`src/rtl/burstColPkg.sv`:
```
package burstColPkg;

  // Burst length codes of the mode image
  localparam logic [2:0] BlOne  = 3'd0;
  localparam logic [2:0] BlTwo  = 3'd1;
  localparam logic [2:0] BlFour = 3'd2;
  localparam logic [2:0] BlEight = 3'd3;
  localparam logic [2:0] BlPage = 3'd7;

  // Strobes from control to datapath
  typedef struct packed {
    logic load;
    logic advance;
  } ctlStrobe_t;

endpackage

```
`src/rtl/burstColPath.sv`:
```
module burstColPath
  import burstColPkg::*;
#(
  parameter int ColW = 9
) (
  input  logic            clk,
  input  logic            rstN,
  input  ctlStrobe_t      strobe,
  input  logic [ColW-1:0] startCol,
  input  logic [2:0]      modeBl,
  input  logic            modeInterleave,
  output logic [ColW-1:0] colAddr,
  output logic            beatFinal
);

  localparam logic [ColW-1:0] AllOnes = '1;

  logic [ColW-1:0] baseCol;
  logic [ColW-1:0] beatCnt;
  logic [ColW-1:0] wrapMask;
  logic            useXor;
  logic            fullPage;

  logic [ColW-1:0] maskNext;
  logic            pageNext;

  // Decode the wrap window for the captured length
  always_comb begin
    pageNext = 1'b0;
    unique case (modeBl)
      BlTwo:   maskNext = ColW'(1);
      BlFour:  maskNext = ColW'(3);
      BlEight: maskNext = ColW'(7);
      BlPage: begin
        maskNext = AllOnes;
        pageNext = 1'b1;
      end
      default: maskNext = '0;
    endcase
  end

  always_ff @(posedge clk or negedge rstN) begin
    if (!rstN) begin
      baseCol  <= '0;
      beatCnt  <= '0;
      wrapMask <= '0;
      useXor   <= 1'b0;
      fullPage <= 1'b0;
    end else if (strobe.load) begin
      baseCol  <= startCol;
      beatCnt  <= '0;
      wrapMask <= maskNext;
      fullPage <= pageNext;
      useXor   <= modeInterleave && !pageNext && (maskNext != '0);
    end else if (strobe.advance) begin
      beatCnt <= beatCnt + ColW'(1);
    end
  end

  logic [ColW-1:0] lowSeq;
  logic [ColW-1:0] lowXor;

  always_comb begin
    lowSeq  = baseCol + beatCnt;
    lowXor  = baseCol ^ beatCnt;
    colAddr = (baseCol & ~wrapMask) | ((useXor ? lowXor : lowSeq) & wrapMask);
  end

  assign beatFinal = !fullPage && (beatCnt == wrapMask);

endmodule

```
`src/rtl/burstColCtl.sv`:
```
module burstColCtl
  import burstColPkg::*;
(
  input  logic       clk,
  input  logic       rstN,
  input  logic       startValid,
  input  logic       terminate,
  input  logic       beatFinal,
  output ctlStrobe_t strobe,
  output logic       colValid,
  output logic       colLast
);

  logic active;

  always_ff @(posedge clk or negedge rstN) begin
    if (!rstN) begin
      active <= 1'b0;
    end else if (startValid) begin
      active <= 1'b1;
    end else if (terminate || beatFinal) begin
      active <= 1'b0;
    end
  end

  always_comb begin
    strobe.load    = startValid;
    strobe.advance = active && !terminate;
  end

  assign colValid = active;
  assign colLast  = active && beatFinal;

endmodule

```
`src/rtl/burstColGen.sv`:
```
module burstColGen
  import burstColPkg::*;
#(
  parameter int ColW = 9
) (
  input  logic            clk,
  input  logic            rstN,
  input  logic            startValid,
  input  logic [ColW-1:0] startCol,
  input  logic [2:0]      modeBl,
  input  logic            modeInterleave,
  input  logic            terminate,
  output logic            colValid,
  output logic [ColW-1:0] colAddr,
  output logic            colLast
);

  ctlStrobe_t strobe;
  logic       beatFinal;

  burstColCtl u_ctl (
    .clk       (clk),
    .rstN      (rstN),
    .startValid(startValid),
    .terminate (terminate),
    .beatFinal (beatFinal),
    .strobe    (strobe),
    .colValid  (colValid),
    .colLast   (colLast)
  );

  burstColPath #(.ColW(ColW)) u_path (
    .clk           (clk),
    .rstN          (rstN),
    .strobe        (strobe),
    .startCol      (startCol),
    .modeBl        (modeBl),
    .modeInterleave(modeInterleave),
    .colAddr       (colAddr),
    .beatFinal     (beatFinal)
  );

endmodule

```
`config.mk`:
```
export PLATFORM = sky130hd
export DESIGN_NAME = burstColGen
export DESIGN_NICKNAME = d
export VERILOG_FILES = /design/src/rtl/burstColPkg.sv /design/src/rtl/burstColPath.sv /design/src/rtl/burstColCtl.sv /design/src/rtl/burstColGen.sv
export SDC_FILE = /design/constraint.sdc
export NUM_CORES = 1
export LEC_CHECK = 0
export ABC_AREA = 1
export BUFFER_PORTS_ARGS = -buffer_cell sky130_fd_sc_hd__buf_2
export CORE_ASPECT_RATIO = 0.7
export CORE_MARGIN = 2
export CORE_UTILIZATION = 55
export DETAILED_ROUTE_END_ITERATION = 12
export PLACE_DENSITY = 0.8
export SYNTH_ARGS = -nofsm -noshare
export SYNTH_HDL_FRONTEND = slang
export SYNTH_SLANG_ARGS = --single-unit
```
`constraint.sdc`:
```
create_clock -name clk -period 2.5 [get_ports clk]
set_input_delay 0.375 -clock clk [delete_from_list [all_inputs] [get_ports clk]]
set_output_delay 0.375 -clock clk [all_outputs]
set_load 0.02 [all_outputs]
```
# After elaboration in Yosys (flattened, before gate mapping)
# Cells that the tools add are included.
# classes
bitwise_logic,5
n_eq_ne,5
reduce_logical,12
add_sub_neg,2
mux,7
# op_table
operator,n
one-hot mux 9 bit (4 select lines),1
two-way mux 9 bit,3
bitwise AND 9 bit,2
adder 9 x 1 -> 9 bit (second input constant),1
adder 9 bit,1
equality test 9 bit,1
NOT 9 bit,1
bitwise OR 9 bit,1
nonzero test 9 bit,1
bitwise XOR 9 bit,1
equality test 3 x 2 -> 1 bit (second input constant),2
logical AND 1 bit,5
nonzero test 2 bit,2
equality test 3 x 1 -> 1 bit (second input constant),1
equality test 3 bit (second input constant),1
logical NOT 1 bit,3
two-way mux 1 bit,3
logical OR 1 bit,1
# totals
in_bits,17
ff_bits,30
wordCells,37

# Logic depth before layout (Yosys ltp)
# Gate-level depths: netlist of run 1.
# logic_depth
word_depth,5
ltp_mapped,12
depth_no_buf,12

# By module
# From an unflattened synthesis of run 1, not the netlist that was laid out.
# hier_totals
cells_unflattened,227
hier_area_um2,1615.3
# by_module_without_submodules
mod,seq_area_each_um2,area_each_um2,instances,cells_each
burstColPath,575.6,1547.7,1,216
burstColCtl,25.0,67.6,1,11

# Worst setup path after synthesis of run 1
# Ideal clock, no wire load.
# synth_path
path_type,reg-to-output
startpoint,register u_path.beatCnt[0]
endpoint,output colAddr[6]
arrival_time_ns,1.673
required_ns,2.125
path_buffers,0
path_slack_ns,0.452
path_stages_with_launch,13
path_cell_list,dfrtp_1 > ha_1 > inv_1 > fa_1 > inv_1 > nand2_1 > nand2_1 > nand3b_1 > o21ai_1 > inv_1 > nand2_1 > nand3_1 > nand2_1
# synth_between
elab_chain_len,4
# synth_lines
element,line_no,rtl
from (decl),burstColPath.sv:19,logic [ColW-1:0] beatCnt;
from (signal assigned),burstColPath.sv:56,beatCnt <= beatCnt + ColW'(1);
adder 9 bit,burstColPath.sv:64,lowSeq = baseCol + beatCnt;
two-way mux 9 bit,burstColPath.sv:66,colAddr = (baseCol & ~wrapMask) | ((useXor ? lowXor : lowSeq) & wrapMask);
bitwise AND 9 bit,burstColPath.sv:66,
bitwise OR 9 bit,burstColPath.sv:66,
to (decl),burstColGen.sv:14,"output logic [ColW-1:0] colAddr,"
# No other way between the ends.

# Final worst setup path of run 1
# Same ends and word-level chain as after synthesis.

==> impl_metrics.csv, run 1 <==
group,metric,value,unit
power,switching_share,31.65,%
floorplanning,rows,16,
yosys,synth-seq-area-share,37.12,%
floorplanning,die_w,68.83,µm
yosys,syn_area_per_cell,7.127,µm²
detailed_routing,drt_pass1_iterations,4,
setup_path,critical-path-max-stage-delay,0.37,ns
power,seqPwrFrac,49.5,%
global_route,grt_max_degree,25,
global_route,antenna_found_initial,0,
setup_path,critPathLaunch,"u_path.beatCnt[0]$_DFFE_PN0P_",
final_layout,fin_util,66.65,%
detailed_routing,wl,3605,µm
clocking,cts_buffer_depth,2,
setup_path,path_common_cell,"nand2_1",
power,internal_power,0.6006,mW
yosys,yosys_warnings,0,
detailed_routing,wl_per_cell,12.35,µm
clocking,clkSlewWorstSetupHoldPaths,0.08,ns
sta,finalMaxSlewViolations,0,
sta,max_freq,0.4282,GHz
final_layout,synthToLayoutAreaGrowth,15.47,%
setup_path,reg2reg_setup_slack,1.11,ns
clocking,numCtsBuffers,3,
final_layout,fill_cells,254,
final_layout,finalNonFillerCells,292,
clocking,h-tree-depth,1,
power,p_per_area,470.4,nW/µm²
place,gp_congestion,0.9044,
floorplanning,die_y,49.38,µm
setup_path,crit_path_max_fanout,4,
place,placed_area,1779,µm²
yosys,synth_cell_types,29,
yosys,synth_edf_count,0,
setup_path,timing.rr.end,"u_path.beatCnt[6]$_DFFE_PN0P_",
place,place_inst,286,
place,portBuffers,27,
sta,fin_crit_sh,93.42,%
yosys,synth_compound_gate_area_share,11.60,%
detailed_routing,ant_nets,0,
detailed_routing,drt_iter0_drc,151,
power,leakagePower,0.9674,nW
setup_path,crit_type,"reg2out",
power,pwr-share-comb,24.7,%
detailed_routing,via_count,1557,
outcome,outcome,"finished, final reports clean",
clocking,clockRootBuffer,"clkbuf_8",
yosys,syn_area,1618,µm²
sta,setup_violations,0,
clocking,cts_tree,"done",
yosys,ys_ff_latch,24,
yosys,synth_top_family_by_area,"simple AND/OR/NAND/NOR gates",
floorplanning,die_area,3398,µm²
floorplanning,pin_count,28,
yosys,synthFlopType,"dfrtp_1",
final_layout,nets,285,
floorplanning,initial_core_util,57.72,%
global_route,grt_pass1_vias,1350,
yosys,synth-simple-area-share,33.10,%
yosys,synthMuxAreaShare,0,%
yosys,synth_async_sr_flop_share,100.0,%
final_layout,multi_input_area,898.4,µm²
global_route,grt_pass1_wl,6044,µm
power,ir_drop,0.3458,mV
yosys,syn_nets,254,
sta,skew,0.005865,ns
detailed_routing,avgViaCountPerCell,5.332,
setup_path,path_cells,"ha_2, inv_1, fa_2, inv_2, nand2_1, nand2_2, nand3b_1, o21ai_2, inv_1, nand2_1, nand3_1, nand2_1, buf_2",
setup_path,cp-start-kind,"flip-flop",
clocking,clk_latency,0.27,ns
final_layout,drive_above_1_share,20.70,%
sta,tightest_slew,0.5355,ns
setup_path,worst_ep_arrival_time,1.96,ns
setup_path,slowest_stage,"dfrtp_1",
flow_run,maxCapViolations,0,
final_layout,diodes,0,
global_route,globalRouteOverflowTotal,0,
sta,max_slew_margin,64.30,%
place,hpwl,2666,µm
hold_path,min_path_type,"in2async",
yosys,synthCells,227,
setup_path,worstRegToRegCells,8,
detailed_routing,drc_errors,0,
global_route,grtUsageTotal,23.72,%
final_layout,final_area,1868,µm²
floorplanning,core-area,2803,µm²
sta,hold_viol_final,0,
power,switchingPower,0.2782,mW
setup_path,cp-endpoint,"colAddr[6]",
setup_path,end_kind,"output port",
sta,period_needed,2.336,ns
setup_path,critPathRequiredTime,2.12,ns
final_layout,seqCellArea,603.1,µm²
setup_path,rr_startpoint,"u_path.beatCnt[0]$_DFFE_PN0P_",
clocking,cts_sinks,24,
power,total_power,0.8788,mW
yosys,synth_xor_area_share,1.624,%
yosys,synth_fa_ha_area_share,8.198,%
power,clockPowerShare,25.8,%
-- Yosys cell counts (2+ instances only) --
library cell	n	area share, %
a21oi_1	10	3.1
buf_2	3	0.93
dfrtp_1	24	37
ha_1	9	7.0
inv_1	27	6.3
inv_2	3	0.70
nand2_1	73	17
nand2_2	2	0.77
nand3_1	13	4.0
nand3b_1	3	1.4
nand4_1	3	1.2
nor2_1	13	3.0
nor2_2	2	0.77
nor2_4	2	1.4
nor3_1	4	1.2
o21ai_0	10	3.1
o21ai_1	11	3.4
o22ai_1	3	1.2
xnor2_1	2	1.1
-- layout make-up --
type,count,area share (%)
clock buffers,3,2.210
repair buffers,30,8.774
well taps,36,2.411
inverters,31,6.229
multi-input cells,168,48.09
flip-flops and latches,24,32.28
-- through the flow --
step           setup WS [ns]  setup TNS [ns]  hold WS (ns)
2_1_floorplan         0.4523               0       0.07941
3_3_place_gp          0.3118               0        0.3839
3_5_place_dp          0.2420               0        0.3932
4_1_cts              0.05594               0       0.09635
5_1_grt             -0.01682        -0.01682        0.1100
6_report              0.1645               0       0.07783
-- how the worst min path moves through the flow --
stage                     from                             to  slack [ns]  depth (start not counted)
after floorplan           rstN     u_ctl.colValid$_DFFE_PN0P_        0.08                          0
after global placement    rstN  u_path.beatCnt[3]$_DFFE_PN0P_        0.38                          1
after detailed placement  rstN  u_path.beatCnt[3]$_DFFE_PN0P_        0.39                          1
after CTS                 rstN  u_path.beatCnt[5]$_DFFE_PN0P_         0.1                          1
after global routing      rstN  u_path.beatCnt[7]$_DFFE_PN0P_        0.11                          1
final                     rstN  u_path.beatCnt[3]$_DFFE_PN0P_        0.08                          1
-- power groups by stage --
stage | Sequential, mW | Combinational, mW | Clock [mW]
after detailed placement | 0.443 | 0.204 | 0
after global routing | 0.439 | 0.245 | 0.254
after floorplan | 0.437 | 0.139 | 0
after global placement | 0.442 | 0.202 | 0
final | 0.435 | 0.217 | 0.227
after CTS | 0.433 | 0.209 | 0.229
-- registers in the layout, indices dropped and copies added, names as in the netlist --
signal	cells
u_path.wrapMask	3
u_path.fullPage	1
u_path.baseCol	9
u_ctl.colValid	1
u_path.beatCnt	9
u_path.useXor	1
-- worst max-delay path, delay by kind of cell, from the launching register on --
kind	cells	cell delay, ns
AND/OR/NAND/NOR	6	0.42
buffers and inverters	4	0.30
flip-flops	1	0.37
AO/OA/AOI/OAI	1	0.08
adder cells (fa/ha/maj)	2	0.53
-- metal layers --
metal / global-route usage, % / vias to the layer above / routed length [µm]
met5: 0 / - / 0
met4: 4.575 / 0 / 25
met3: 6.236 / 4 / 243
met2: 34.78 / 46 / 1509
met1: 35.18 / 712 / 1827
li1: - / 795 / -
-- placed cells by master (no fill, tap or decap), types with 2 or more instances in the layout --
master    synthesis  final
clkbuf_8          0      3
nand3_2           1      2
inv_2             3      4
dfrtp_1          24     22
ha_1              9      8
nand2_2           2      3
nand2_1          73     72
nor3_1            4      4
nor2_4            2      2
buf_2             3     26
inv_1            27     26
o21ai_0          10     10
xnor2_1           2      2
buf_4             0      3
a21oi_1          10     10
o22ai_1           3      3
nand4_1           3      3
nor2_1           13     13
nand3b_1          3      3
nand3_1          13     12
nor2_2            2      2
o21ai_1          11     10
dfrtp_2           0      2
-- what timing repair did --
item	in CTS	in global routing
pin swaps	0	1
setup buffers	1	2
setup endpoints to repair	2	4
hold buffers	0	0
gates resized for setup	0	10
-- kinds of logic (layout without fill, tap and decap cells) --
| group | count (synthesis) | after routing |
|---|---|---|
| and+or+nand+nor | 119 | 119 |
| adders and majority gates | 10 | 10 |
| AOI/OAI and AO/OA | 36 | 36 |
| xor gates and xnor gates | 3 | 3 |
| buffers and inverters | 35 | 64 |
| DFF | 24 | 24 |
Note: power is estimated with default switching activity, not from simulation.
==> run 2, diff against run 1 <==
PLACE_DENSITY = not set   (was 0.8)
PLACE_DENSITY_LB_ADDON = 0.2   (was not set)
==> run 2 against run 1 <==
Compared with the run above:
- non-clock buffer count stayed put
- core utilization is 0.85 points higher
- sequential share of layout area is 0.47 points lower
- final area is 1.3% higher
- first-iteration DRC count is 30% lower
- critical path type unchanged
==> impl_metrics.csv, run 2 (synthesis results as in run 1) <==
group,metric,value,unit
setup_path,worst_ep_arrival_time,2.04,ns
place,hpwl,2689,µm
final_layout,diodes,0,
setup_path,crit_buf_inv,4,
final_layout,multi_input_area,910.9,µm²
floorplanning,pin_count,28,
sta,setup_violations,0,
setup_path,critPathRequiredTime,2.12,ns
detailed_routing,via_count,1555,
sta,period_needed,2.413,ns
sta,fin_tns_setup,0,ns
global_route,grt_pass1_wl,6341,µm
power,total_power,0.9186,mW
detailed_routing,avgViaCountPerCell,5.307,
clocking,numCtsBuffers,3,
setup_path,worstRegToRegCells,6,
clocking,clkSlewWorstSetupHoldPaths,0.08,ns
global_route,grt_pass1_vias,1403,
outcome,outcome,"finished, final reports clean",
final_layout,mostFrequentLayoutCells,"nand2_1, inv_1, buf_2",
clocking,cts_tree,"done",
floorplanning,die_area,3398,µm²
floorplanning,die_w,68.83,µm
final_layout,drive_above_1_share,20.62,%
power,ir_drop,0.3466,mV
setup_path,cp-start-kind,"flip-flop",
final_layout,synthToLayoutAreaGrowth,16.94,%
final_layout,fill_cells,263,
place,placed_area,1779,µm²
sta,max_slew_margin,63.83,%
floorplanning,initial_core_util,57.72,%
sta,max_freq,0.4145,GHz
setup_path,end_kind,"output port",
setup_path,crit_path_max_fanout,4,
final_layout,seqCellArea,601.8,µm²
global_route,grt_max_degree,25,
power,p_per_area,485.6,nW/µm²
final_layout,nets,285,
clocking,cts_sinks,24,
detailed_routing,ant_nets,0,
final_layout,layout_commonest_cell,"nand2_1",
sta,finalWorstSetupSlack,0.08742,ns
detailed_routing,wl_per_cell,12.83,µm
floorplanning,core-area,2803,µm²
setup_path,path_cells,"ha_2, inv_1, fa_2, inv_1, nand2_1, nand2_2, nand3b_1, o21ai_2, inv_1, nand2_1, nand3_1, nand2_1, buf_4",
setup_path,critical-path-max-stage-delay,0.39,ns
sta,tightest_slew,0.5425,ns
sta,fin_crit_sh,96.50,%
final_layout,reg_top3,"u_path.baseCol x9, u_path.beatCnt x9, u_path.wrapMask x3",
detailed_routing,drt_pass1_iterations,4,
setup_path,slowest_stage,"dfrtp_2",
clocking,h-tree-depth,1,
setup_path,path_depth,13,
clocking,clockRootBuffer,"clkbuf_8",
setup_path,crit_type,"reg2out",
flow_run,maxCapViolations,0,
global_route,grtUsageTotal,24.69,%
setup_path,critical-path-top-delay-family,"adder cells",
final_layout,final_area,1892,µm²
clocking,clk_latency,0.26,ns
detailed_routing,drt_iter0_drc,105,
clocking,cts_buffer_depth,2,
place,portBuffers,27,
sta,skew,0.002041,ns
place,post-place-ws,0.2657,ns
floorplanning,die_y,49.38,µm
power,leakagePower,0.9771,nW
detailed_routing,drc_errors,0,
sta,finalMaxSlewViolations,0,
place,gp_congestion,0.8726,
global_route,globalRouteOverflowTotal,0,
floorplanning,rows,16,
hold_path,min_path_type,"in2async",
detailed_routing,wl,3758,µm
global_route,antenna_found_initial,0,
sta,hold_viol_final,0,
## run 2: cell count changes in the layout (fill, tap and decap cells not counted), sizes merged
cell / delta
clkbuf: +1
## run 2: cell type report
cell class / count / area share, %
multi-input combinational: 168 / 48.15
timing repair buffer: 30 / 8.598
sequential: 24 / 31.81
tap: 36 / 2.381
clock buffer: 4 / 2.910
inverter: 31 / 6.151
## run 2: stage by stage
| stage | std cells | hold slack, ns | utilization, % |
|---|---|---|---|
| 3_3_place_gp | 286 | 0.3840 | 63.48 |
| 5_1_grt | 293 | 0.1222 | 67.50 |
| 3_5_place_dp | 286 | 0.3921 | 63.48 |
| 2_1_floorplan | 227 | 0.07941 | - |
| 4_1_cts | 290 | 0.1025 | 65.49 |
| 6_report | 293 | 0.08256 | 67.50 |
## run 2: per-layer routing
metal,up-vias,global-route usage (%),routed length [µm]
met5,-,0,0
met4,0,2.288,8
met3,2,6.236,199
met2,46,37.34,1723
met1,712,36.90,1827
li1,795,-,-
## run 2: path summary, 6_finish.rpt
check,slack [ns],endpoint,startpoint
worst min register to register,0.52,u_path.baseCol[5]$_DFFE_PN0P_,u_path.baseCol[5]$_DFFE_PN0P_
max in group asynchronous,2.03,u_path.beatCnt[0]$_DFFE_PN0P_,rstN
worst min-delay path,0.08,u_path.wrapMask[0]$_DFFE_PN0P_,rstN
min in group clk,0.30,u_path.baseCol[5]$_DFFE_PN0P_,startCol[5]
worst max register to register,1.21,u_path.beatCnt[5]$_DFFE_PN0P_,u_path.beatCnt[2]$_DFFE_PN0P_
worst max-delay path,0.09,colAddr[6],u_path.beatCnt[0]$_DFFE_PN0P_
## run 2: report_power, final
part,switching [mW],internal (mW),leakage [nW]
logic,0.138,0.0826,0.641
clock network,0.122,0.141,0.0288
registers,0.0236,0.412,0.307
## run 2: what timing repair did
item	4_1_cts	5_1_grt
setup endpoints to repair	2	5
hold buffers	0	0
pin swaps	0	0
resized for setup	1	8
setup buffers	0	3
cloned	0	0
==> run 3, diff against run 2 <==
PLACE_DENSITY = 0.78   (was not set)
PLACE_DENSITY_LB_ADDON = not set   (was 0.2)
clock period = 2.3 ns   (was 2.5 ns; I/O delays follow)
==> run 3 against run 2 <==
Compared with the run above:
- the run now ends with negative setup slack left
- hold slack worse by 0.039 ns
- power is 12% higher
- via count is 2.9% higher
- critical endpoint unchanged
- largest power group unchanged
==> impl_metrics.csv, run 3 (synthesis results as in run 1) <==
group,metric,value,unit
outcome,outcome,"finished with violations",
outcome,violations,"negative setup slack",
place,portBuffers,27,
final_layout,fill_cells,253,
setup_path,end_kind,"output port",
power,leakagePower,1.005,nW
clocking,clkSlewWorstSetupHoldPaths,0.09,ns
setup_path,crit_path_max_fanout,4,
floorplanning,core-area,2803,µm²
setup_path,critPathRequiredTime,1.96,ns
sta,finalWorstSetupSlack,-0.03366,ns
sta,hold_viol_final,0,
global_route,grtUsageTotal,25.84,%
final_layout,fin_util,71.29,%
floorplanning,pin_count,28,
setup_path,timing.rr.end,"u_path.beatCnt[4]$_DFFE_PN0P_",
setup_path,reg2reg_setup_slack,0.91,ns
place,hpwl,2794,µm
sta,tightest_slew,0.5520,ns
floorplanning,rows,16,
sta,period_needed,2.334,ns
clocking,cts_sinks,24,
power,ir_drop,0.3971,mV
final_layout,multi_input_area,960.9,µm²
floorplanning,die_area,3398,µm²
place,placed_area,1794,µm²
sta,skew,0.006585,ns
sta,max_slew_margin,63.20,%
sta,max_freq,0.4285,GHz
place,gp_congestion,0.9012,
detailed_routing,wl_per_cell,13.20,µm
setup_path,rr_startpoint,"u_path.beatCnt[0]$_DFFE_PN0P_",
detailed_routing,wl,3946,µm
clocking,postCtsHoldBufs,0,
final_layout,mostFrequentLayoutCells,"nand2_1, inv_1, buf_2",
floorplanning,die_w,68.83,µm
setup_path,crit_type,"reg2out",
power,pwr-share-comb,25.1,%
final_layout,synthToLayoutAreaGrowth,23.51,%
sta,finalMaxSlewViolations,0,
global_route,grt_max_degree,25,
sta,setup_violations,1,
power,p_per_area,514.9,nW/µm²
final_layout,final_area,1998,µm²
global_route,grt_pass1_wl,6437,µm
detailed_routing,ant_nets,0,
setup_path,critPathLaunch,"u_path.beatCnt[0]$_DFFE_PN0P_",
clocking,clockRootBuffer,"clkbuf_8",
global_route,grt_pass1_vias,1439,
sta,grt_setup_unrepaired,"true",
floorplanning,die_y,49.38,µm
final_layout,seqCellArea,603.1,µm²
final_layout,layout_commonest_cell,"nand2_1",
clocking,numCtsBuffers,3,
power,switching_share,31.59,%
floorplanning,initial_core_util,57.72,%
final_layout,drive_above_1_share,25.48,%
power,seqPwrFrac,46.1,%
detailed_routing,drt_pass1_iterations,4,
hold_path,min_path_type,"in2async",
clocking,cts_buffer_depth,2,
power,clockPowerShare,28.8,%
clocking,clk_latency,0.28,ns
final_layout,diodes,0,
sta,whs,0.04356,ns
flow_run,maxCapViolations,0,
setup_path,cp-start-kind,"flip-flop",
detailed_routing,via_count,1600,
power,internal_power,0.7038,mW
final_layout,reg_top3,"u_path.baseCol x9, u_path.beatCnt x9, u_path.wrapMask x3",
detailed_routing,avgViaCountPerCell,5.351,
global_route,globalRouteOverflowTotal,0,
place,place_inst,288,
detailed_routing,drt_iter0_drc,86,
detailed_routing,drc_errors,0,
global_route,antenna_found_initial,0,
final_layout,finalNonFillerCells,299,
power,total_power,1.029,mW
final_layout,nets,291,
clocking,h-tree-depth,1,
setup_path,worst_ep_arrival_time,1.99,ns
power,switchingPower,0.3250,mW
clocking,cts_tree,"done",
setup_path,worstRegToRegCells,7,
sta,fin_crit_sh,101.5,%
[run 3: cell type report]
class	count	area share, %
clock buffers	4	2.755
inverters	31	5.823
multi-input cells	168	48.09
flip-flops and latches	24	30.18
well taps	36	2.254
repair buffers	36	10.90
[run 3: layer usage]
| layer | track usage, % | vias up | share of wire [%] | wire, µm |
|---|---|---|---|---|
| met1 | 38.78 | 727 | 48 | 1877 |
| li1 | - | 810 | - | - |
| met2 | 37.66 | 58 | 44 | 1751 |
| met4 | 5.882 | 0 | 0.84 | 33 |
| met3 | 5.774 | 5 | 7.2 | 284 |
| met5 | 0 | - | 0 | 0 |
[run 3: power by group through the flow]
stage | combinational (mW) | sequential, mW | clock [mW]
floorplan | 0.152 | 0.475 | 0
detailed placement | 0.227 | 0.480 | 0
global placement | 0.223 | 0.479 | 0
global route | 0.290 | 0.478 | 0.318
CTS | 0.243 | 0.472 | 0.298
finish | 0.259 | 0.474 | 0.296
[run 3: worst max-delay path by stage]
stage,endpoint,slack (ns),depth (start not counted)
floorplan,colAddr[6],0.28,12
global placement,colAddr[6],0.23,12
detailed placement,colAddr[6],0.20,12
CTS,colAddr[6],0.009,13
global route,colAddr[6],-0.17,13
finish,colAddr[6],-0.03,13
[run 3: repair_timing]
item,CTS,global route
gates resized for setup,12,10
hold endpoints to repair,0,0
setup endpoints to repair,4,7
buffers inserted,2,5
pin swaps,2,3
[run 3: stage by stage]
stage | setup TNS, ns | setup slack [ns]
CTS | 0 | 0.008693
floorplan | 0 | 0.2823
detailed placement | 0 | 0.2048
global route | -0.4257 | -0.1718
global placement | 0 | 0.2331
finish | -0.03366 | -0.03366
[run 3: critical path: stages, from the launching register on]
cell and delay (ns):
dfrtp_1 0.36, ha_2 0.20, inv_2 0.04, fa_2 0.34, inv_2 0.06, nand2_2 0.06
nand2_4 0.09, nand3b_1 0.10, o21ai_2 0.09, inv_1 0.06, nand2_1 0.07, nand3_2 0.05
nand2_1 0.09, buf_6 0.11
